<file path="src/rtl/cascade_counter_pkg.sv">
package cascade_counter_pkg;

    // Operation selected for the coming clock edge, listed in priority order.
    typedef enum logic [1:0] {
        OP_CLEAR = 2'd0,
        OP_LOAD  = 2'd1,
        OP_COUNT = 2'd2,
        OP_HOLD  = 2'd3
    } ctr_op_t;

endpackage

</file>
<file path="src/rtl/ctr_op_decode.sv">
module ctr_op_decode
    import cascade_counter_pkg::*;
(
    input  logic    clr_n,
    input  logic    load_n,
    input  logic    en_par,
    input  logic    en_carry,
    output ctr_op_t op
);

    // Fixed precedence: clear, then load, then count; anything else holds.
    always_comb begin
        if (!clr_n) begin
            op = OP_CLEAR;
        end else if (!load_n) begin
            op = OP_LOAD;
        end else if (en_par && en_carry) begin
            op = OP_COUNT;
        end else begin
            op = OP_HOLD;
        end
    end

endmodule

</file>
<file path="src/rtl/ctr_next_value.sv">
module ctr_next_value
    import cascade_counter_pkg::*;
#(
    parameter int W = 4
) (
    input  ctr_op_t        op,
    input  logic [W-1:0]   cur,
    input  logic [W-1:0]   din,
    output logic [W-1:0]   nxt
);

    localparam logic [W-1:0] ONE = W'(1);

    always_comb begin
        unique case (op)
            OP_CLEAR: nxt = '0;
            OP_LOAD:  nxt = din;
            OP_COUNT: nxt = cur + ONE;   // natural wrap at all ones
            OP_HOLD:  nxt = cur;
        endcase
    end

endmodule

</file>
<file path="src/rtl/ctr_terminal_detect.sv">
module ctr_terminal_detect #(
    parameter int W = 4
) (
    input  logic [W-1:0] cur,
    input  logic         en_carry,
    output logic         term
);

    // Ripple AND chain seeded by the carry enable; stage i covers bits 0..i.
    logic [W:0] chain;
    assign chain[0] = en_carry;

    for (genvar i = 0; i < W; i++) begin : g_and
        assign chain[i+1] = chain[i] & cur[i];
    end

    assign term = chain[W];

endmodule

</file>
<file path="src/rtl/cascade_counter.sv">
module cascade_counter
    import cascade_counter_pkg::*;
#(
    parameter int W = 4
) (
    input  logic         clk,
    input  logic         clr_n,
    input  logic         load_n,
    input  logic [W-1:0] din,
    input  logic         en_par,
    input  logic         en_carry,
    output logic [W-1:0] count,
    output logic         term
);

    ctr_op_t      op;
    logic [W-1:0] count_q = '0;   // defined start-up value
    logic [W-1:0] count_d;

    ctr_op_decode u_dec (
        .clr_n    (clr_n),
        .load_n   (load_n),
        .en_par   (en_par),
        .en_carry (en_carry),
        .op       (op)
    );

    ctr_next_value #(.W(W)) u_nxt (
        .op  (op),
        .cur (count_q),
        .din (din),
        .nxt (count_d)
    );

    // State register: the only sequential process in the block.
    always_ff @(posedge clk) begin
        count_q <= count_d;
    end

    ctr_terminal_detect #(.W(W)) u_term (
        .cur      (count_q),
        .en_carry (en_carry),
        .term     (term)
    );

    assign count = count_q;

endmodule

</file>
<file path="config.mk">
export PLATFORM = sky130hd
export DESIGN_NAME = cascade_counter
export DESIGN_NICKNAME = d
export VERILOG_FILES = /design/src/rtl/cascade_counter_pkg.sv /design/src/rtl/ctr_op_decode.sv /design/src/rtl/ctr_next_value.sv /design/src/rtl/ctr_terminal_detect.sv /design/src/rtl/cascade_counter.sv
export SDC_FILE = /design/constraint.sdc
export NUM_CORES = 1
export LEC_CHECK = 0
export CORE_AREA = 4 4 41 43
export CTS_BUF_LIST = sky130_fd_sc_hd__clkbuf_4 sky130_fd_sc_hd__clkbuf_8
export DETAILED_ROUTE_END_ITERATION = 8
export DIE_AREA = 0 0 45 47
export PLACE_DENSITY = 0.51
export SYNTH_ARGS = -nofsm -noshare
export SYNTH_HDL_FRONTEND = slang
export SYNTH_SLANG_ARGS = --single-unit
</file>
<file path="constraint.sdc">
create_clock -name clk -period 1 [get_ports clk]
set_input_delay 0.2 -clock clk [delete_from_list [all_inputs] [get_ports clk]]
set_output_delay 0.2 -clock clk [all_outputs]
set_load 0.005 [all_outputs]
</file>
# After elaboration in Yosys (flattened, before gate mapping)
# Cells that the tools add are included.
[op_classes]
div_mod_pow = 0
bitwise_logic = 4
n_addsub = 1
shifts = 0
mux = 4
n_eq_ne = 3
reduce_logical = 2
n_mul = 0
magnitude_cmp = 0
[op_table]
columns = ["operator", "count"]
rows = [
  ["case mux 4 bit (3 select lines)", 1],
  ["adder 4 x 1 -> 4 bit, second input constant", 1],
  ["AND 1 bit", 4],
  ["== test 2 bit, second input constant", 2],
  ["two-way mux 2 bit", 2],
  ["== test 2 x 1 -> 1 bit, second input constant", 1],
  ["zero test 2 bit", 1],
  ["logical AND 1 bit", 1],
  ["two-way mux 1 bit", 1],
]
[word_totals]
mem_bits_ro = 0
wordCells = 15
mem_count = 0
latchBits = 0
ff_bits = 4
mem_bits_rw = 0

# Longest topological paths before layout
[depth]
depth_word = 6
depth_mapped = 3
ltp_nobuf = 3

# By module
# A second synthesis with hierarchy kept.
[unflattened]
hier_cells = 29
hier_area_um2 = 244.0
[by_module_without_submodules]
columns = ["module", "instances", "seq_area_each_um2", "cells_per_inst", "area_each_um2"]
rows = [
  ["ctr_next_value", 1, 0.0, 19, 133.9],
  ["cascade_counter", 1, 80.1, 4, 80.1],
  ["ctr_op_decode", 1, 0.0, 3, 17.5],
  ["ctr_terminal_detect", 1, 0.0, 3, 12.5],
]

# Least setup slack after synthesis
# No wires, ideal clock.
[synth_path]
path_type = "register to register"
startpoint = "register count_q[0] (netlist: count[0])"
endpoint = "register count_q[2] (netlist: count[2]) (data pin)"
stages_incl_launch_ff = 4
synth_period_minus_slack_ps = 1101
t_arrival_ps = 842
path_buffers = 0
t_required_ps = 741
setup_slack_ps = -101
path_cell_list = "edfxtp_1 -> ha_1 -> xnor2_1 -> o21ai_1"
[synth_between]
elab_chain_cells = 2
[synth_lines]
columns = ["element", "line", "rtl"]
rows = [
  ["start, declared", "cascade_counter.sv:17", "logic [W-1:0] count_q = '0;"],
  ["start signal, assigned", "cascade_counter.sv:37", "count_q <= count_d;"],
  ["adder 4 x 1 -> 4 bit", "ctr_next_value.sv:18", "OP_COUNT: nxt = cur + ONE;"],
  ["case mux 4 bit (3 select lines)", "ctr_next_value.sv:15", "unique case (op)"],
  ["via count_d[2]", "cascade_counter.sv:18", "logic [W-1:0] count_d;"],
]
# The timed path passes the listed nets, and every way through them passes these cells.
# A chain may end at the register's enable or synchronous reset.

# Final worst setup path
[layout_path]
startpoint = "register count_q[0] (netlist: count[0])"
endpoint = "output port term"
[layout_between]
elab_chain_cells = 4
[layout_lines]
columns = ["element", "line", "rtl"]
rows = [
  ["AND 1 bit (4 in a row)", "ctr_terminal_detect.sv:14", "assign chain[i+1] = chain[i] & cur[i];"],
  ["end, declared", "cascade_counter.sv:13", "output logic term"],
]
# No other way between the ends.

==> out/metrics.cfg <==
[setup_path]
start_kind=flip-flop
worstSetupPathType=flip-flop to output pin
r2r-end=count[2]$_DFFE_PP_
worstSetupEndpointType=output pin
reg2regPathDepth=4
worstPathRequired_ns=0.80
cp_max_fo=2
r2r_slack_ns=-0.20
timing.rr.start=count[0]$_DFFE_PP_
worstPathArrival_ns=1.02

[routing]
drtIter0Drc=0
routed_wl_um=752
drc=0
drt_pass1_iterations=1
vias=276
ant_nets=0
wl_per_cell_um=11.4
viasPerCell=4.18

[clocking]
insertion_delay_ns=0.23
cts_buffer_depth=2
cts.sinks=4
cts_tree=built
htree_num_levels=1
cts_hold_buf=0
clkTransAtPathRegs_ns=0.04
cts_buffers=3
root_buffer=clkbuf_4

[finish]
largest_reg_flops=4
syn_to_final_growth_pct=134
layout.nets=63
final_util_pct=41.4
drive_gt1_share_pct=52.9
instances_no_fill=66
diodes=0

[yosys]
yosysTopAreaCell=edfxtp_1
ys_warn_count=0
netlist-cell-type-count=12
synth-seq-cells=4
synth_area_um2=230
synth-seq-area-share_pct=52.2
yosysTopAreaCellShare_pct=52.2
syn_avg_cell_area_um2=10.0
synthCells=23
synth_nets=33
synth_area_leaders=edfxtp_1 52%, nand2_1 9.8%, o21ai_1 8.7%

[sta]
finalSetupTns_ns=-1.20
period_share_pct=122
period_minus_slack_ns=1.22
hold_ws_ns=0.395
slew_headroom_pct=86.8
setup_viol=8
skew_ns=0.00228
slew_viol_final=0
worst_pin_slew_ns=0.197
fmax_ghz=0.817
rsz0062_at_grt=yes
worst_slack_ns=-0.225
hold_viol_final=0

[hold_path]
holdCritPathClass=primary input to flip-flop
hold_path_end=count[1]$_DFFE_PP_
hold_depth=3
hp-start=en_par

[die]
dieWidth_um=45
dieArea_um2=2120
row_count=13
die_y_um=47
ios=14
coreArea_um2=1300
initial_core_util_pct=17.7

[placed_design]
io_buffers=13
place.gp.congestion=0.675
place_inst=56
hpwl_um=498

[global_routing]
antenna_found_initial=0
gr-total-overflow=0
grt_pass1_wl_mm=1.26
grt_pass1_vias=326
grt_max_degree=5
grt_use_total_pct=9.29

[power]
p_per_area_nw_per_um2=1110
finalPower_uw=598
leakagePower_nw=0.243
ir_worst_vdd_uv=476

[run_status]
violations=setup timing
status=finished with violations

[job]
max_cap_viol_count=0

## critical path, cell delays in order, from the launching register on
cell	delay, ns
edfxtp_1	0.42
buf_6	0.15
nand3_4	0.08
nor2_2	0.03
buf_2	0.11
## layout by cell type, fill, tap and decap left out
cell type        instances
buf_6                    9
nand2_1                  6
buf_4                    6
edfxtp_1                 4
dlygate4sd2_1            4
clkdlybuf4s50_1          4
o21ai_1                  3
clkbuf_4                 3
nand4_1                  1
nand3_4                  1
xor2_1                   1
nor2b_2                  1
inv_2                    1
o21ai_2                  1
xnor2_2                  1
nor2_2                   1
nand3_2                  1
ha_2                     1
dlymetal6s2s_1           1
buf_2                    1
## how the worst max path moves through the flow
stage               cells past startpoint          startpoint  slack [ns]            endpoint
detailed placement                      4            en_carry       -0.52                term
finish                                  4  count[0]$_DFFE_PP_       -0.22                term
global placement                        4            en_carry       -0.51                term
CTS                                     2  count[1]$_DFFE_PP_       -0.22            count[1]
floorplan                               3  count[0]$_DFFE_PP_       -0.07  count[2]$_DFFE_PP_
global route                            4  count[0]$_DFFE_PP_       -0.26                term
## synth_stat cells
master,number
nand2_1,6
nand3_1,1
nor2_1,1
nand3_2,1
inv_1,1
ha_1,1
xnor2_1,1
xor2_1,1
o21ai_1,4
nor2b_2,1
nand4_1,1
edfxtp_1,4
## through the flow
step	worst slack (ns)	cell area (um2)
finish	-0.225	539
global route	-0.255	539
CTS	-0.221	531
detailed placement	-0.518	419
global placement	-0.515	419
floorplan	-0.0677	233
## report_power, final
part           switching, mW  leakage, nW  internal, mW
clock                 0.0646       0.0138         0.134
sequential            0.0107       0.0448         0.202
combinational         0.0646        0.184         0.122
total                  0.140        0.243         0.458
## per-layer routing
layer / part of all wire, % / up-vias / GRT usage, % / wire, um
met5: 0 / - / 0 / 0
met4: 3.9 / 0 / 9.36 / 29
met3: 8.1 / 4 / 3.45 / 61
met2: 51 / 14 / 15.5 / 385
met1: 37 / 118 / 8.53 / 275
li1: - / 140 / - / -
## cells by family (layout without fill, tap and decap cells)
| logic type | Yosys count | after routing | synth area share (%) |
|---|---|---|---|
| buffers and inverters | 1 | 29 | 1.63 |
| XOR/XNOR | 2 | 2 | 7.61 |
| AO/OA/AOI/OAI | 4 | 4 | 8.70 |
| flip-flops | 4 | 4 | 52.2 |
| AND/OR/NAND/NOR | 11 | 11 | 24.5 |
| adder cells (fa/ha/maj) | 1 | 1 | 5.43 |
## repair_timing
item,CTS,global route
pin swaps,6,3
gates resized for setup,33,3
buffers inserted,7,0
endpoints found under the setup margin,13,9
## area by class of cell
type,count,area (um2)
inverters,1,3.75
clock buffers,3,22.5
well taps,15,18.8
fillers,146,762
repair buffers,25,239
flip-flops and latches,4,120
multi-input cells,18,135
No activity file was read; power rests on OpenSTA's default activity.
